==> config.mk <==
export PLATFORM = sky130hd
export DESIGN_NAME = serial_audio_rx
export DESIGN_NICKNAME = d
export VERILOG_FILES = /design/src/rtl/serial_audio_rx_pkg.sv /design/src/rtl/sarx_in_sync.sv /design/src/rtl/sarx_word_asm.sv /design/src/rtl/sarx_frame_out.sv /design/src/rtl/serial_audio_rx.sv
export SDC_FILE = /design/constraint.sdc
export NUM_CORES = 1
export LEC_CHECK = 0
export BUFFER_PORTS_ARGS = -buffer_cell sky130_fd_sc_hd__buf_2
export CORE_ASPECT_RATIO = 0.9
export CORE_UTILIZATION = 45
export CTS_BUF_LIST = sky130_fd_sc_hd__clkbuf_8
export CTS_CLUSTER_SIZE = 10
export DETAILED_ROUTE_END_ITERATION = 6
export GPL_ROUTABILITY_DRIVEN = 0
export PLACE_DENSITY = 0.71
export SLEW_MARGIN = 20
export SYNTH_ARGS = -nofsm -noshare
export SYNTH_HDL_FRONTEND = slang
export SYNTH_SLANG_ARGS = --single-unit
==> constraint.sdc <==
create_clock -name clk -period 1.65 [get_ports clk]
set_input_delay 0.2475 -clock clk [delete_from_list [all_inputs] [get_ports clk]]
set_output_delay 0.2475 -clock clk [all_outputs]
set_load 0.01 [all_outputs]
==> src/rtl/serial_audio_rx_pkg.sv <==
package serial_audio_rx_pkg;

   typedef enum logic [1:0] {
      FMT_I2S      = 2'b00,
      FMT_LJ       = 2'b01,
      FMT_RJ_WIDE  = 2'b10,
      FMT_RJ_SHORT = 2'b11
   } rx_fmt_e;

   // Frame-clock level that marks the left channel in a given framing
   function automatic logic left_level(rx_fmt_e f);
      return (f == FMT_I2S) ? 1'b0 : 1'b1;
   endfunction

endpackage

==> src/rtl/sarx_in_sync.sv <==
module sarx_in_sync #(
   parameter int STAGES = 2
) (
   input  logic clk,
   input  logic rst_n,
   input  logic sclk_i,
   input  logic lrck_i,
   input  logic sdin_i,
   output logic tick_o,
   output logic lr_o,
   output logic bit_o
);

   logic [STAGES-1:0] sclk_sr;
   logic [STAGES-1:0] lr_sr;
   logic [STAGES-1:0] din_sr;
   logic              sclk_last;

   always_ff @(posedge clk) begin
      if (!rst_n) begin
         sclk_sr   <= '0;
         lr_sr     <= '0;
         din_sr    <= '0;
         sclk_last <= 1'b0;
      end else begin
         sclk_sr   <= {sclk_sr[STAGES-2:0], sclk_i};
         lr_sr     <= {lr_sr[STAGES-2:0], lrck_i};
         din_sr    <= {din_sr[STAGES-2:0], sdin_i};
         sclk_last <= sclk_sr[STAGES-1];
      end
   end

   // All three wires share the same delay, so the data and the frame level
   // seen at a tick are the values present at that bit-clock rising edge.
   assign tick_o = sclk_sr[STAGES-1] & ~sclk_last;
   assign lr_o   = lr_sr[STAGES-1];
   assign bit_o  = din_sr[STAGES-1];

   // bit slots are isolated events, never two in back-to-back cycles
   assert_tick_single_R10: assert property (@(posedge clk) disable iff (!rst_n)
      tick_o |=> !tick_o);

endmodule

==> src/rtl/sarx_word_asm.sv <==
module sarx_word_asm
   import serial_audio_rx_pkg::*;
#(
   parameter int WORD_W       = 24,
   parameter int SHORT_W      = 16,
   parameter bit SHORT_SIGNED = 1'b0
) (
   input  logic              clk,
   input  logic              rst_n,
   input  rx_fmt_e           fmt_i,
   input  logic              tick_i,
   input  logic              lr_i,
   input  logic              din_i,
   output logic              done_o,
   output logic              done_left_o,
   output logic [WORD_W-1:0] done_word_o
);

   localparam int                CNT_W   = $clog2(WORD_W + 1);
   localparam int                PAD_W   = WORD_W - SHORT_W;
   localparam logic [CNT_W-1:0]  CNT_MAX = CNT_W'(WORD_W);
   localparam logic [CNT_W-1:0]  TOP_POS = CNT_W'(WORD_W - 1);

   logic              is_i2s;
   logic              lr_d1, lr_d2;
   logic [1:0]        hist;
   logic              hist_ok;
   logic              eff_now, eff_prev;
   logic              edge_w;
   logic              phase_full;
   logic [CNT_W-1:0]  cnt;
   logic [CNT_W-1:0]  pos;
   logic [WORD_W-1:0] lj_word;
   logic [WORD_W-1:0] rj_sr;
   logic [WORD_W-1:0] short_word;

   assign is_i2s = (fmt_i == FMT_I2S);

   // I2S is handled as left-justified framing on a frame clock delayed by
   // one bit slot: the level at the previous slot owns the current bit.
   assign eff_now  = is_i2s ? lr_d1 : lr_i;
   assign eff_prev = is_i2s ? lr_d2 : lr_d1;
   assign hist_ok  = is_i2s ? (hist == 2'd2) : (hist != 2'd0);
   assign edge_w   = tick_i && hist_ok && (eff_now != eff_prev);
   assign pos      = TOP_POS - cnt;

   always_ff @(posedge clk) begin
      if (!rst_n) begin
         lr_d1      <= 1'b0;
         lr_d2      <= 1'b0;
         hist       <= 2'd0;
         phase_full <= 1'b0;
         cnt        <= '0;
         lj_word    <= '0;
         rj_sr      <= '0;
      end else if (tick_i) begin
         lr_d1 <= lr_i;
         lr_d2 <= lr_d1;
         if (hist != 2'd2) hist <= hist + 2'd1;
         rj_sr <= {rj_sr[WORD_W-2:0], din_i};
         if (edge_w) begin
            lj_word    <= {din_i, {(WORD_W-1){1'b0}}};
            cnt        <= CNT_W'(1);
            phase_full <= 1'b1;
         end else if (cnt < CNT_MAX) begin
            lj_word[pos] <= din_i;
            cnt          <= cnt + 1'b1;
         end
      end
   end

   generate
      if (SHORT_SIGNED) begin : g_short_sext
         assign short_word = {{PAD_W{rj_sr[SHORT_W-1]}}, rj_sr[SHORT_W-1:0]};
      end else begin : g_short_left
         assign short_word = {rj_sr[SHORT_W-1:0], {PAD_W{1'b0}}};
      end
   endgenerate

   always_comb begin
      unique case (fmt_i)
         FMT_RJ_WIDE:  done_word_o = rj_sr;
         FMT_RJ_SHORT: done_word_o = short_word;
         default:      done_word_o = lj_word;
      endcase
   end

   assign done_o      = edge_w && phase_full;
   assign done_left_o = (eff_prev == left_level(fmt_i));

   // the slot counter saturates at the word width
   assert_cnt_bound_R6: assert property (@(posedge clk) disable iff (!rst_n)
      cnt <= CNT_MAX);

   // no word is reported before a whole half-period was observed
   assert_first_phase_R9: assert property (@(posedge clk) disable iff (!rst_n)
      done_o |-> $past(hist != 2'd0));

endmodule

==> src/rtl/sarx_frame_out.sv <==
module sarx_frame_out #(
   parameter int WORD_W = 24
) (
   input  logic              clk,
   input  logic              rst_n,
   input  logic              done_i,
   input  logic              done_left_i,
   input  logic [WORD_W-1:0] word_i,
   output logic [WORD_W-1:0] left_o,
   output logic [WORD_W-1:0] right_o,
   output logic              valid_o
);

   logic have_left;

   always_ff @(posedge clk) begin
      if (!rst_n) begin
         left_o    <= '0;
         right_o   <= '0;
         valid_o   <= 1'b0;
         have_left <= 1'b0;
      end else begin
         valid_o <= 1'b0;
         if (done_i) begin
            if (done_left_i) begin
               left_o    <= word_i;
               have_left <= 1'b1;
            end else begin
               right_o <= word_i;
               if (have_left) begin
                  valid_o   <= 1'b1;
                  have_left <= 1'b0;
               end
            end
         end
      end
   end

   // the strobe lasts a single cycle
   assert_valid_pulse_R8: assert property (@(posedge clk) disable iff (!rst_n)
      valid_o |=> !valid_o);

   // the strobe follows the close of a right half-period
   assert_valid_after_right_R8: assert property (@(posedge clk) disable iff (!rst_n)
      valid_o |-> $past(done_i && !done_left_i));

   // the left sample holds unless a left half-period just closed
   assert_left_hold_R8: assert property (@(posedge clk) disable iff (!rst_n)
      $past(!(done_i && done_left_i)) |-> $stable(left_o));

endmodule

==> src/rtl/serial_audio_rx.sv <==
module serial_audio_rx
   import serial_audio_rx_pkg::*;
#(
   parameter int SYNC_STAGES  = 2,
   parameter int WORD_W       = 24,
   parameter int SHORT_W      = 16,
   parameter bit SHORT_SIGNED = 1'b0
) (
   input  logic              clk,
   input  logic              rst_n,
   input  logic [1:0]        fmt_sel,
   input  logic              sclk,
   input  logic              lrck,
   input  logic              sdin,
   output logic [WORD_W-1:0] left_smp,
   output logic [WORD_W-1:0] right_smp,
   output logic              smp_valid
);

   localparam int PAD_W = WORD_W - SHORT_W;

   initial begin
      assert (SYNC_STAGES >= 2)
         else $error("SYNC_STAGES must be at least 2");
      assert (SHORT_W >= 1 && SHORT_W < WORD_W)
         else $error("SHORT_W must be positive and below WORD_W");
   end

   rx_fmt_e           fmt_e;
   logic              tick;
   logic              lr_s;
   logic              din_s;
   logic              done;
   logic              done_left;
   logic [WORD_W-1:0] done_word;

   assign fmt_e = rx_fmt_e'(fmt_sel);

   sarx_in_sync #(
      .STAGES (SYNC_STAGES)
   ) u_sync (
      .clk    (clk),
      .rst_n  (rst_n),
      .sclk_i (sclk),
      .lrck_i (lrck),
      .sdin_i (sdin),
      .tick_o (tick),
      .lr_o   (lr_s),
      .bit_o  (din_s)
   );

   sarx_word_asm #(
      .WORD_W       (WORD_W),
      .SHORT_W      (SHORT_W),
      .SHORT_SIGNED (SHORT_SIGNED)
   ) u_asm (
      .clk         (clk),
      .rst_n       (rst_n),
      .fmt_i       (fmt_e),
      .tick_i      (tick),
      .lr_i        (lr_s),
      .din_i       (din_s),
      .done_o      (done),
      .done_left_o (done_left),
      .done_word_o (done_word)
   );

   sarx_frame_out #(
      .WORD_W (WORD_W)
   ) u_out (
      .clk         (clk),
      .rst_n       (rst_n),
      .done_i      (done),
      .done_left_i (done_left),
      .word_i      (done_word),
      .left_o      (left_smp),
      .right_o     (right_smp),
      .valid_o     (smp_valid)
   );

   // outputs leave reset cleared
   assert_reset_clear_R1: assert property (@(posedge clk)
      !rst_n |=> (smp_valid == 1'b0 && left_smp == '0 && right_smp == '0));

   generate
      if (!SHORT_SIGNED) begin : g_short_chk
         // short right-justified words arrive with clear low bits
         assert_short_align_R5: assert property (@(posedge clk) disable iff (!rst_n)
            (smp_valid && fmt_e == FMT_RJ_SHORT) |-> right_smp[PAD_W-1:0] == '0);
      end
   endgenerate

endmodule

==> results.py <==
metrics = {
    "synthesis": {
        "async_reset_ff_frac": 0,
        "dominantRegCellSynth": "sky130_fd_sc_hd__dfxtp_1",
        "synth_edf_count": 0,
        "share_of_synthesized_area_occupied_by_flip_flops_and_latches": 0.475,
        "post-synth-top-area-cell": "sky130_fd_sc_hd__dfxtp_1",
        "mappedNetlistArea_um2": 4850,
        "synth.avg_cell_area_um2": 8.51,
        "yosysWarnings": 0,
        "ys_seq_elements": 115,
        "ys_top_cells_by_count": "sky130_fd_sc_hd__nand2_1, sky130_fd_sc_hd__dfxtp_1, sky130_fd_sc_hd__mux2i_1",
        "synth.most_common_cell": "sky130_fd_sc_hd__nand2_1",
        "syn_nets": 582,
        "post_synth_inst_count": 570,
        "netlist_top_cells_area": "sky130_fd_sc_hd__dfxtp_1, sky130_fd_sc_hd__mux2i_1, sky130_fd_sc_hd__nand2_1",
        "synth_top_area_share": 0.475,
        "ys_types": 38,
    },
    "placed_design": {
        "port_buffers": 55,
        "preCtsSetupSlack_ns": -0.0356,
        "dp_hpwl_um": 8130,
    },
    "cts": {
        "clk_path_buf_depth": 2,
        "inserted_clock_buffers": 17,
        "h-tree-depth": 4,
        "cts.root.buffer_cell": "sky130_fd_sc_hd__clkbuf_8",
        "clock_latency_ns": 0.44,
        "clock_sink_count": 115,
        "tritoncts": "built",
        "clk_pin_slew_ns": 0.07,
    },
    "final_layout": {
        "filler_cell_count": 905,
        "sequential_cell_area_um2": 2310,
        "area_delta_synth_final_pct": 20.6,
        "layout.nets": 649,
        "multi_input_comb_area_um2": 2330,
        "layout-drive-gt1-share": 0.220,
        "antenna_cells": 0,
        "postLayoutCoreUtil": 0.563,
    },
    "detailed_routing": {
        "drtIter0Drc": 478,
        "drc_violations_left": 10,
        "detailed_routing_iterations_pass_1": 7,
        "routed-via-count": 4206,
        "wl_per_cell_um": 15.5,
        "wl_um": 12000,
        "antenna_violating_nets_post_route": 0,
        "route.detailed.vias_per_inst": 5.41,
    },
    "floorplan": {
        "starting_density_of_the_core": 0.467,
        "die_x_um": 111,
        "fp.coreArea_um2": 10400,
        "die-height_um": 100,
        "design.portCount": 56,
        "total_number_of_placement_rows": 35,
        "die_area_um2": 11200,
    },
    "hold_path": {
        "hold_end": "u_sync.lr_sr[0]",
        "min_path_type": "in2reg",
        "start_point_of_the_worst_hold_path": "lrck",
        "worstHoldPathCells": 2,
    },
    "setup_path": {
        "startpoint_type": "register",
        "reg2regPathDepth": 6,
        "r2r_setup_slack_ns": 0.009,
        "worst_setup_path_end_kind": "register",
        "r2r-end": "u_out.right_o[14]",
        "cp.required_ns": 1.96,
        "path_class": "reg2reg",
        "cp_max_fo": 6,
        "critical_path_arrival_ns": 1.95,
        "regToRegStartpoint": "u_sync.sclk_last",
    },
    "outcome": {
        "result_of_the_run": "finished, violations left",
        "failed_checks": "design-rule violations",
    },
    "global_route": {
        "antenna_found_initial": 0,
        "first_pass_grt_wire_length_um": 18900,
        "grt_use_total": 0.220,
        "grt_remaining_overflow": 0,
        "via_count_of_the_first_global_routing_pass": 3742,
        "grt_start_max_net_pins": 76,
    },
    "timing": {
        "setup_violations": 0,
        "min_period_over_period": 0.995,
        "relSlewSlack": 0.691,
        "post_route_setup_tns_ns": 0,
        "maxClockFrequency_mhz": 609,
        "final_max_slew_viol_count": 0,
        "least_setup_slack_across_all_paths_after_layout_ns": 0.00870,
        "worstMarginPinSlew_ns": 0.464,
        "timing.final.hold_violations": 0,
        "period_minus_slack_ns": 1.64,
        "fin_worst_skew_ns": 0.0119,
        "rsz0062_at_grt": "yes",
    },
    "power": {
        "cell_area_power_density_nw_per_um2": 936,
        "irDropWorstVdd_mv": 0.612,
        "p_leak_nw": 2.53,
        "report.power.total_mw": 5.47,
    },
    "flow_run": {
        "drv.max_cap_violation_count": 0,
    },
}
## logic make-up (layout without fill, tap and decap cells)
logic type | Yosys count | count (layout) | share of synthesized area
xor gates and xnor gates | 2 | 2 | 0.00361
and+or+nand+nor | 230 | 230 | 0.208
adders and majority gates | 5 | 5 | 0.0129
DFF | 115 | 115 | 0.475
muxes | 55 | 55 | 0.113
buffers and inverters | 58 | 137 | 0.0544
AOI/OAI and AO/OA | 105 | 105 | 0.133
## placed cells by master (no fill, tap or decap), types with 3 or more instances in the layout
master and instances:
sky130_fd_sc_hd__o21ai_0 29, sky130_fd_sc_hd__ha_1 5, sky130_fd_sc_hd__dfxtp_2 3, sky130_fd_sc_hd__nand4_1 10
sky130_fd_sc_hd__nor2_1 31, sky130_fd_sc_hd__clkinvlp_4 5, sky130_fd_sc_hd__buf_12 3, sky130_fd_sc_hd__clkbuf_8 18
sky130_fd_sc_hd__buf_2 55, sky130_fd_sc_hd__nor2b_1 5, sky130_fd_sc_hd__mux2i_1 55, sky130_fd_sc_hd__and2_1 7
sky130_fd_sc_hd__o22ai_1 8, sky130_fd_sc_hd__o211ai_1 17, sky130_fd_sc_hd__a31oi_1 4, sky130_fd_sc_hd__o21ai_1 3
sky130_fd_sc_hd__a31o_2 5, sky130_fd_sc_hd__clkinv_2 3, sky130_fd_sc_hd__dfxtp_1 111, sky130_fd_sc_hd__buf_4 32
sky130_fd_sc_hd__nand2_1 136, sky130_fd_sc_hd__a21oi_1 31, sky130_fd_sc_hd__nand3_1 25, sky130_fd_sc_hd__inv_1 14
## registers in the layout, summed over array words and instances (netlist names)
register,flops
u_asm.lj_word,24
u_asm.rj_sr,24
u_out.left_o,24
u_out.right_o,24
u_asm.cnt,5
u_asm.hist,2
u_sync.din_sr,2
u_sync.lr_sr,2
u_sync.sclk_sr,2
u_asm.lr_d1,1
u_asm.lr_d2,1
u_asm.phase_full,1
u_out.have_left,1
u_out.valid_o,1
u_sync.sclk_last,1
## per-stage QoR
| step | area, µm² | hold WS, ns | std cells |
|---|---|---|---|
| 6_report | 5850 | 0.0231 | 778 |
| 5_1_grt | 5850 | 0.000805 | 778 |
| 4_1_cts | 5720 | 0.00234 | 773 |
| 3_5_place_dp | 5360 | 0.423 | 742 |
| 3_3_place_gp | 5360 | 0.415 | 742 |
| 2_1_floorplan | 4850 | 0.375 | 570 |
## report_power, final
group          leakage (nW)  total [mW]  switching, mW  internal (mW)
Sequential            0.930        2.81         0.0154           2.80
Clock                 0.175        2.39           1.17           1.21
Combinational          1.43       0.276          0.182         0.0937
## cell type report
type                            instances  share of cell area
Timing Repair Buffer                   93               0.109
Multi-Input combinational cell        397               0.399
Inverter                               13             0.00834
Clock inverter                         13              0.0193
Tap cell                              129              0.0276
Sequential cell                       115               0.395
Clock buffer                           18              0.0424
## critical path, cell delays in order, from the launching register on
cell,delay [ns]
sky130_fd_sc_hd__dfxtp_2,0.32
sky130_fd_sc_hd__nand2b_4,0.16
sky130_fd_sc_hd__a211oi_4,0.21
sky130_fd_sc_hd__nand2_1,0.09
sky130_fd_sc_hd__or3_4,0.42
sky130_fd_sc_hd__clkbuf_16,0.20
sky130_fd_sc_hd__mux2i_1,0.12
## timing repair
| action | CTS | global route |
|---|---|---|
| buffers inserted | 0 | 2 |
| resized for setup | 0 | 15 |
| hold buffers | 0 | 0 |
| setup endpoints to repair | 0 | 63 |
## worst max path at each step
| stage | start | to | slack (ns) |
|---|---|---|---|
| 6_report | u_sync.sclk_last | u_out.right_o[14] | 0.009 |
| 5_1_grt | u_asm.hist[0] | u_asm.cnt[1] | -0.05 |
| 4_1_cts | u_sync.sclk_last | u_asm.lj_word[17] | 0.02 |
| 3_5_place_dp | fmt_sel[1] | u_asm.lj_word[17] | -0.04 |
| 3_3_place_gp | fmt_sel[1] | u_asm.lj_word[19] | 0.03 |
| 2_1_floorplan | u_asm.cnt[0] | u_asm.lj_word[23] | 0.03 |
## metal layers
metal	vias up	global-route usage	part of all wire
met1	1964	0.299	0.47
met4	0	0.0894	0.016
met3	18	0.0589	0.066
met2	149	0.334	0.45
li1	2075	-	-
met5	-	0	0
Power figures use the tool's default switching activity.
